File: src/rtl/dret_mon_pkg.sv
package dret_mon_pkg;
  typedef struct packed {
    logic seq;
    logic tmo;
  } err_evt_t;
endpackage

File: src/rtl/dret_seq_queue.sv
module dret_seq_queue #(
  parameter int DEPTH = 4,
  parameter int W     = 4
) (
  input  logic         clk,
  input  logic         rst_n,
  input  logic         push_i,
  input  logic [W-1:0] push_data_i,
  input  logic         pop_i,
  output logic [W-1:0] head_o,
  output logic         empty_o,
  output logic         full_o
);
  localparam int AW = (DEPTH > 1) ? $clog2(DEPTH) : 1;
  localparam int CW = $clog2(DEPTH + 1);
  localparam logic [AW-1:0] LAST_PTR = AW'(DEPTH - 1);
  localparam logic [CW-1:0] FULL_CNT = CW'(DEPTH);

  logic [W-1:0]  slot_q [DEPTH];
  logic [AW-1:0] wr_q, wr_d, rd_q, rd_d;
  logic [CW-1:0] cnt_q, cnt_d;
  logic          do_push, do_pop;

  assign empty_o = (cnt_q == '0);
  assign full_o  = (cnt_q == FULL_CNT);
  assign do_pop  = pop_i & ~empty_o;
  assign do_push = push_i & (~full_o | do_pop);
  assign head_o  = slot_q[rd_q];

  always_comb begin
    wr_d  = wr_q;
    rd_d  = rd_q;
    cnt_d = cnt_q;
    if (do_push) wr_d = (wr_q == LAST_PTR) ? '0 : wr_q + 1'b1;
    if (do_pop)  rd_d = (rd_q == LAST_PTR) ? '0 : rd_q + 1'b1;
    if (do_push && !do_pop) cnt_d = cnt_q + 1'b1;
    else if (do_pop && !do_push) cnt_d = cnt_q - 1'b1;
  end

  always_ff @(posedge clk or negedge rst_n) begin
    if (!rst_n) begin
      wr_q  <= '0;
      rd_q  <= '0;
      cnt_q <= '0;
    end else begin
      wr_q  <= wr_d;
      rd_q  <= rd_d;
      cnt_q <= cnt_d;
    end
  end

  for (genvar i = 0; i < DEPTH; i++) begin : g_entry
    logic wr_en;
    assign wr_en = do_push && (wr_q == AW'(i));
    always_ff @(posedge clk) begin
      if (wr_en) slot_q[i] <= push_data_i;
    end
  end

  assert_no_overflow_R10: assert property (@(posedge clk) disable iff (!rst_n)
    cnt_q <= FULL_CNT);
  assert_full_push_ignored_R10: assert property (@(posedge clk) disable iff (!rst_n)
    (full_o && push_i && !pop_i) |=> full_o);
endmodule

File: src/rtl/dret_timer.sv
module dret_timer #(
  parameter int LIMIT = 256
) (
  input  logic clk,
  input  logic rst_n,
  input  logic arm_i,
  input  logic stop_i,
  input  logic hold_i,
  output logic expire_o
);
  localparam int CNT_W = (LIMIT > 1) ? $clog2(LIMIT) : 1;
  localparam logic [CNT_W-1:0] LAST = CNT_W'(LIMIT - 1);

  logic             armed_q, armed_d;
  logic [CNT_W-1:0] cnt_q, cnt_d;
  logic             count_en;

  assign count_en = armed_q & ~hold_i & ~stop_i;
  assign expire_o = count_en & (cnt_q == LAST);

  always_comb begin
    armed_d = armed_q;
    cnt_d   = cnt_q;
    if (stop_i || expire_o) begin
      armed_d = 1'b0;
      cnt_d   = '0;
    end else if (arm_i && !armed_q) begin
      armed_d = 1'b1;
      cnt_d   = '0;
    end else if (count_en) begin
      cnt_d = cnt_q + 1'b1;
    end
  end

  always_ff @(posedge clk or negedge rst_n) begin
    if (!rst_n) begin
      armed_q <= 1'b0;
      cnt_q   <= '0;
    end else begin
      armed_q <= armed_d;
      cnt_q   <= cnt_d;
    end
  end

  assert_hold_freezes_R6: assert property (@(posedge clk) disable iff (!rst_n)
    (armed_q && hold_i && !stop_i) |=> ($stable(cnt_q) && armed_q));
  assert_stop_clears_R7: assert property (@(posedge clk) disable iff (!rst_n)
    stop_i |=> (cnt_q == '0));
endmodule

File: src/rtl/dret_mon.sv
module dret_mon #(
  parameter int DEPTH = 4,
  parameter int SEQ_W = 4,
  parameter int LIMIT = 256
) (
  input  logic             clk,
  input  logic             rst_n,
  input  logic             clr_i,
  input  logic             issue_i,
  input  logic [SEQ_W-1:0] issue_seq_i,
  input  logic             slot_i,
  input  logic             sd_valid_i,
  input  logic [SEQ_W-1:0] sd_seq_i,
  input  logic             hold_i,
  output logic             seq_err_o,
  output logic             tmo_err_o,
  output logic             fault_o
);
  import dret_mon_pkg::*;

  logic [SEQ_W-1:0] head;
  logic             q_empty, q_full, q_pop;
  logic             expire;
  err_evt_t         evt;
  logic             seq_err_d, tmo_err_d, fault_d;

  dret_seq_queue #(.DEPTH(DEPTH), .W(SEQ_W)) u_queue (
    .clk(clk), .rst_n(rst_n),
    .push_i(issue_i), .push_data_i(issue_seq_i),
    .pop_i(q_pop), .head_o(head), .empty_o(q_empty), .full_o(q_full)
  );

  dret_timer #(.LIMIT(LIMIT)) u_timer (
    .clk(clk), .rst_n(rst_n),
    .arm_i(slot_i & ~q_empty), .stop_i(sd_valid_i), .hold_i(hold_i),
    .expire_o(expire)
  );

  always_comb begin
    evt.seq   = sd_valid_i & (q_empty | (sd_seq_i != head));
    evt.tmo   = expire;
    q_pop     = (sd_valid_i & ~q_empty) | expire;
    seq_err_d = (seq_err_o & ~clr_i) | evt.seq;
    tmo_err_d = (tmo_err_o & ~clr_i) | evt.tmo;
    fault_d   = evt.seq | evt.tmo;
  end

  always_ff @(posedge clk or negedge rst_n) begin
    if (!rst_n) begin
      seq_err_o <= 1'b0;
      tmo_err_o <= 1'b0;
      fault_o   <= 1'b0;
    end else begin
      seq_err_o <= seq_err_d;
      tmo_err_o <= tmo_err_d;
      fault_o   <= fault_d;
    end
  end

  assert_orphan_flag_R4: assert property (@(posedge clk) disable iff (!rst_n)
    (sd_valid_i && q_empty) |=> (seq_err_o && fault_o));
  assert_mismatch_flag_R3: assert property (@(posedge clk) disable iff (!rst_n)
    (sd_valid_i && !q_empty && sd_seq_i != head) |=> (seq_err_o && fault_o));
  assert_timeout_flag_R5: assert property (@(posedge clk) disable iff (!rst_n)
    expire |=> (tmo_err_o && fault_o));
  assert_sticky_R8: assert property (@(posedge clk) disable iff (!rst_n)
    (seq_err_o && !clr_i) |=> seq_err_o);
  assert_fault_backed_R9: assert property (@(posedge clk) disable iff (!rst_n)
    fault_o |-> (seq_err_o || tmo_err_o));
endmodule

File: config.mk
export PLATFORM = sky130hd
export DESIGN_NAME = dret_mon
export DESIGN_NICKNAME = d
export VERILOG_FILES = /design/src/rtl/dret_mon_pkg.sv /design/src/rtl/dret_seq_queue.sv /design/src/rtl/dret_timer.sv /design/src/rtl/dret_mon.sv
export SDC_FILE = /design/constraint.sdc
export NUM_CORES = 1
export LEC_CHECK = 0
export BUFFER_PORTS_ARGS = -buffer_cell sky130_fd_sc_hd__buf_2
export CAP_MARGIN = 25
export CORE_MARGIN = 5
export CORE_UTILIZATION = 45
export CTS_BUF_LIST = sky130_fd_sc_hd__clkbuf_4 sky130_fd_sc_hd__clkbuf_8
export CTS_CLUSTER_SIZE = 28
export DETAILED_ROUTE_END_ITERATION = 10
export GPL_TIMING_DRIVEN = 0
export SYNTH_ARGS = -nofsm -noshare
export SYNTH_HDL_FRONTEND = slang
export SYNTH_SLANG_ARGS = --single-unit
File: constraint.sdc
create_clock -name clk -period 4.15 [get_ports clk]
set_input_delay 0.83 -clock clk [delete_from_list [all_inputs] [get_ports clk]]
set_output_delay 0.83 -clock clk [all_outputs]
set_load 0.02 [all_outputs]
# Word level (Yosys, flattened, before mapping)
# Memory sizes are Yosys's and may differ from the RTL's.
# Index checks and enable logic that the tools add are counted.
# word_totals
ff_bits	19
ram_bits	16
word_cells	87
memories	1
# memory_table
memory	words	width	rd	rd_clocked_by_memory_dff	write_ports	line_no	rtl
u_queue.slot_q	4	4	1	0	1	dret_seq_queue.sv:19	logic [W-1:0] slot_q [DEPTH];
# classes
add_sub_neg	5
eq_ne	7
muxes	26
bitwise_logic	21
reduce_logical	19
# ops
op	count
$mux 8	3
$mux 1	13
$mux 4	3
$reduce_or 4->1	3
$and 1x1->1	10
$mux 2	5
$add 8x1->8 const B	1
$eq 8x8->1 const B	1
$logic_and 1x1->1	7
$eq 2x2->1 const B	3
$mux 3	2
$or 1x1->1	6
$not 1->1	5
$add 2x1->2 const B	2
$ne 4x4->1	1
$reduce_bool 2->1	2
$add 3x1->3 const B	1
$eq 3x3->1 const B	1
$logic_not 1->1	3
$logic_not 3->1	1
$reduce_bool 3->1	1
$sub 3x1->3 const B	1
$eq 2x1->1 const B	1
$logic_not 2->1	1
$logic_or 1x1->1	1

# Logic depth before layout (Yosys ltp)
# logic_depth
word_depth	15
mapped_depth	12
mapped_depth_nobuf	12

# Modules after synthesis
# A second synthesis with hierarchy kept.
# hier_totals
hier_cells	125
area_unflattened_um2	1680.4
# by_module_without_submodules
mod	n_inst	cells_each	area_each_um2	seq_area_each_um2
dret_seq_queue	1	58	1018.5	655.6
dret_timer	1	47	479.2	225.2
dret_mon	1	20	182.7	75.1

# Worst setup path after synthesis
# Ideal clock, no wire load.
# synth_timing
path_type	input to register
start	input hold_i
end	register u_queue.cnt_q[2]
setup_time_ns	0.079
arrival_ns	2.661
t_required_ns	4.071
path_slack_ns	1.410
cell_stages	10
path_buffers	0
cell_sequence	nand4b_1 > nor2_2 > a31oi_2 > a31oi_4 > ha_1 > inv_1 > fa_1 > xor2_1 > nor2_1 > xor2_1
# synth_via
elab_chain_cells	11
elab_cells_between_ends	14
cone_classes	mux: 1; bitwise: 8; reduce/logical: 5
# synth_rtl
item	line_no	rtl
start, declared	dret_mon.sv:14	input logic hold_i,
$not 1->1 (*)	dret_timer.sv:18	assign count_en = armed_q & ~hold_i & ~stop_i;
$and 1x1->1 (*) (2 in a row)	dret_timer.sv:18	
$and 1x1->1 (*)	dret_timer.sv:19	assign expire_o = count_en & (cnt_q == LAST);
$or 1x1->1 (*)	dret_mon.sv:42	q_pop = (sd_valid_i & ~q_empty) | expire;
$and 1x1->1 (*)	dret_seq_queue.sv:26	assign do_pop = pop_i & ~empty_o;
$or 1x1->1 (*)	dret_seq_queue.sv:27	assign do_push = push_i & (~full_o | do_pop);
$and 1x1->1 (*)	dret_seq_queue.sv:27	
net u_queue.do_push	dret_seq_queue.sv:22	logic do_push, do_pop;
$logic_not 1->1	dret_seq_queue.sv:37	else if (do_pop && !do_push) cnt_d = cnt_q - 1'b1;
$logic_and 1x1->1	dret_seq_queue.sv:37	
$reduce_bool 2->1 (no line)	-	
end signal, assigned	dret_seq_queue.sv:48	cnt_q <= cnt_d;
end, declared	dret_seq_queue.sv:21	logic [CW-1:0] cnt_q, cnt_d;
# Mark *: on every way through the listed nets, which the timed path passes. The rest lies on a longest branch.
# A chain may end at the register's enable or synchronous reset.

# Worst setup path in the final report
# Same ends and word-level chain as after synthesis.

==> results.cfg <==
[floorplanning]
initial_utilization_pct = 46.0
die_area_um2 = 5000
die_w_um = 70.7
die_h_um = 70.7
core-area_um2 = 3610
placementRows = 22
io_pins = 18

[critical_path]
arrival_ps = 2960
cp_cell_sequence = buf_2, nand4b_1, nor2_2, a31oi_2, a31oi_4, ha_1, inv_1, fa_1, xor2_1, nor2_1, xor2_1
slowest_stage = fa_1
critPathKind = input pin to register
crit_buf_inv = 2
slowest_delay_ps = 430
critPathCaptureType = register
cp_top_family = adder cells
cp.required_ps = 4360
cp_max_fo = 7
start_kind = input pin
crit_top_cell = xor2_1

[global_route]
track_usage_pct = 11.9
antenna_found_initial = 0
grt_pass1_wl_um = 4570
grt_overflow = 0
grt_pass1_vias = 1010
grt_max_degree = 20

[yosys]
synth_top_cell_by_area = edfxtp_1
synth_area_leaders = edfxtp_1 29%, dfrtp_1 29%, ha_1 5.3%, xnor2_1 5.3%, mux4_1 3.2%
synth.top_cell.area_share_pct = 29.0
ys_ff_latch = 35
synth.distinct_cells = 30
avgSynthCellArea_um2 = 13.5
syn-num-nets = 146
async_flop_share_pct = 54.3
synth_ff_type = dfrtp_1
synthCells = 123
synth_edf_count = 16
synth_area_um2 = 1660
yosys_warnings = 0
synth-seq-area-share_pct = 57.6

[power]
peakVddDrop_uv = 284
internal-power_w = 0.000724
clkPwrFrac_pct = 21.9
cellPowerDensity_nw_per_um2 = 555
power.switching_w = 0.000323
swShare_pct = 30.8
power_frac_seq_pct = 47.5
p_leak_nw = 0.795
combPwrFrac_pct = 30.6

[placement]
place.gp.congestion = 0.749
place_area_um2 = 1800
port_buffers = 17
hpwl_um = 2030

[finish]
drive_above_1_share_pct = 24.3
layout_common_cells = 19 x dfrtp_1, 17 x buf_2, 16 x edfxtp_1
final_util_pct = 52.4
layout_commonest_cell = dfrtp_1
final_area_um2 = 1890
area_delta_synth_final_pct = 13.8
n_antenna_cell = 0
layout.nets = 170

[timing]
holdWs_ps = 477
hold_viol = 0
setup_tns_ps = 0
slew_headroom_pct = 61.0
grt_setup_unrepaired = false
setup-violations-final = 0
timing.fmax_mhz = 363
skew_ps = 4.06
min_period_ps = 2760
tightest_slew_ps = 581
fin_crit_sh_pct = 66.4
slew_violations = 0

[clock_tree]
cts.path.max_buffers = 2
htree_levels = 2
cts_buffers = 5
clock_sinks = 35
hold_buffers = 0
cts_tree = built
worstSkewPairLatency_ps = 280
post_cts_resized = 0
postCtsSetupRepairBufs = 0
cts_root_buf = clkbuf_8
path_clk_slew_ps = 70

[detailed_routing]
wl_met3_um = 112
via_count = 962
firstDrtPassIters = 4
drt_wl_total_um = 2680
wl_per_cell_um = 13.7
wl_met1_um = 1190
drt_iter0_drc = 43
antenna_left = 0
viasPerCell = 4.91
wl_met2_um = 1370
drc_errors = 0
top_layer_used = met4

[flow_run]
cap_viol_max_count = 0

[min_path]
hold_class = input pin to asynchronous set/reset pin

[outcome]
outcome = complete, no violations
through the flow:
stage / total power, W / instances / setup WS [ps]
global route: 0.00112 / 196 / 1220
global placement: 0.000809 / 188 / 1160
detailed placement: 0.000833 / 188 / 1100
floorplan: 0.000748 / 123 / 1410
finish: 0.00105 / 196 / 1390
CTS: 0.00107 / 196 / 1380
layer usage:
| metal | up-vias | track usage, % |
|---|---|---|
| met2 | 17 | 19.9 |
| li1 | 476 | - |
| met5 | - | 0 |
| met4 | 0 | 3.76 |
| met3 | 2 | 4.55 |
| met1 | 467 | 14.1 |
path summary, 6_finish.rpt:
path / endpoint / startpoint / cells after the start / slack [ps]
max: u_queue.cnt_q[2] / hold_i / 11 / 1390
min: tmo_err_o / rst_n / 1 / 480
max reg2reg: u_queue.cnt_q[2] / u_timer.cnt_q[0] / 11 / 1510
min reg2reg: tmo_err_o / tmo_err_o / 2 / 540
max in group asynchronous: u_queue.wr_q[0] / rst_n / 1 / 3380
min in group clk: tmo_err_o / tmo_err_o / 2 / 540
cells by family (layout without fill, tap and decap cells):
kind of cell,after synthesis,after routing,synth area share (%)
muxes,12,12,10.0
AOI/OAI and AO/OA,8,8,3.92
DFF,35,35,57.6
and+or+nand+nor,35,35,11.0
adders and majority gates,8,8,6.49
buffers and inverters,9,34,2.49
xor gates and xnor gates,16,16,8.45
layout make-up:
type | instances | area (um^2)
Buffer | 1 | 11.3
Clock buffer | 5 | 68.8
Clock inverter | 3 | 15.0
Fill cell | 318 | 1720
Inverter | 8 | 30.0
Multi-Input combinational cell | 79 | 662
Sequential cell | 35 | 956
Tap cell | 48 | 60.1
Timing Repair Buffer | 17 | 85.1
power groups by stage:
stage	registers [W]	logic (W)	clock network (W)
final	0.000497	0.000320	0.000229
after global routing	0.000508	0.000360	0.000250
after CTS	0.000498	0.000330	0.000238
after detailed placement	0.000505	0.000328	0
after global placement	0.000499	0.000311	0
after floorplan	0.000496	0.000252	0
sequential cells by signal (all words and copies together), names as in the netlist:
signal / cells
u_queue.rd_q: 2
fault_o: 1
seq_err_o: 1
u_timer.cnt_q: 8
u_queue.slot_q: 16
tmo_err_o: 1
u_queue.cnt_q: 3
u_queue.wr_q: 2
u_timer.armed_q: 1
cell usage after synthesis (all sizes together), types with 2 or more instances:
| library cell | count |
|---|---|
| a31oi | 2 |
| nor2b | 2 |
| edfxtp | 16 |
| o21ai | 3 |
| xnor2 | 10 |
| mux4 | 2 |
| or3 | 2 |
| a21oi | 2 |
| and2 | 4 |
| mux2i | 5 |
| dfrtp | 19 |
| nor2 | 15 |
| ha | 7 |
| nand2 | 3 |
| inv | 8 |
| xor2 | 6 |
| nand4 | 3 |
| nand3 | 3 |
| mux2 | 5 |
worst register-to-register path: cells and delay by family, from the launching register on:
kind                       cells  cell delay (ps)
AOI/OAI and AO/OA              2              510
and+or+nand+nor                3              430
buffers and inverters          1               70
DFF                            1              390
xor gates and xnor gates       2              290
adders and majority gates      3              880
No activity file was read; power rests on OpenSTA's default activity.
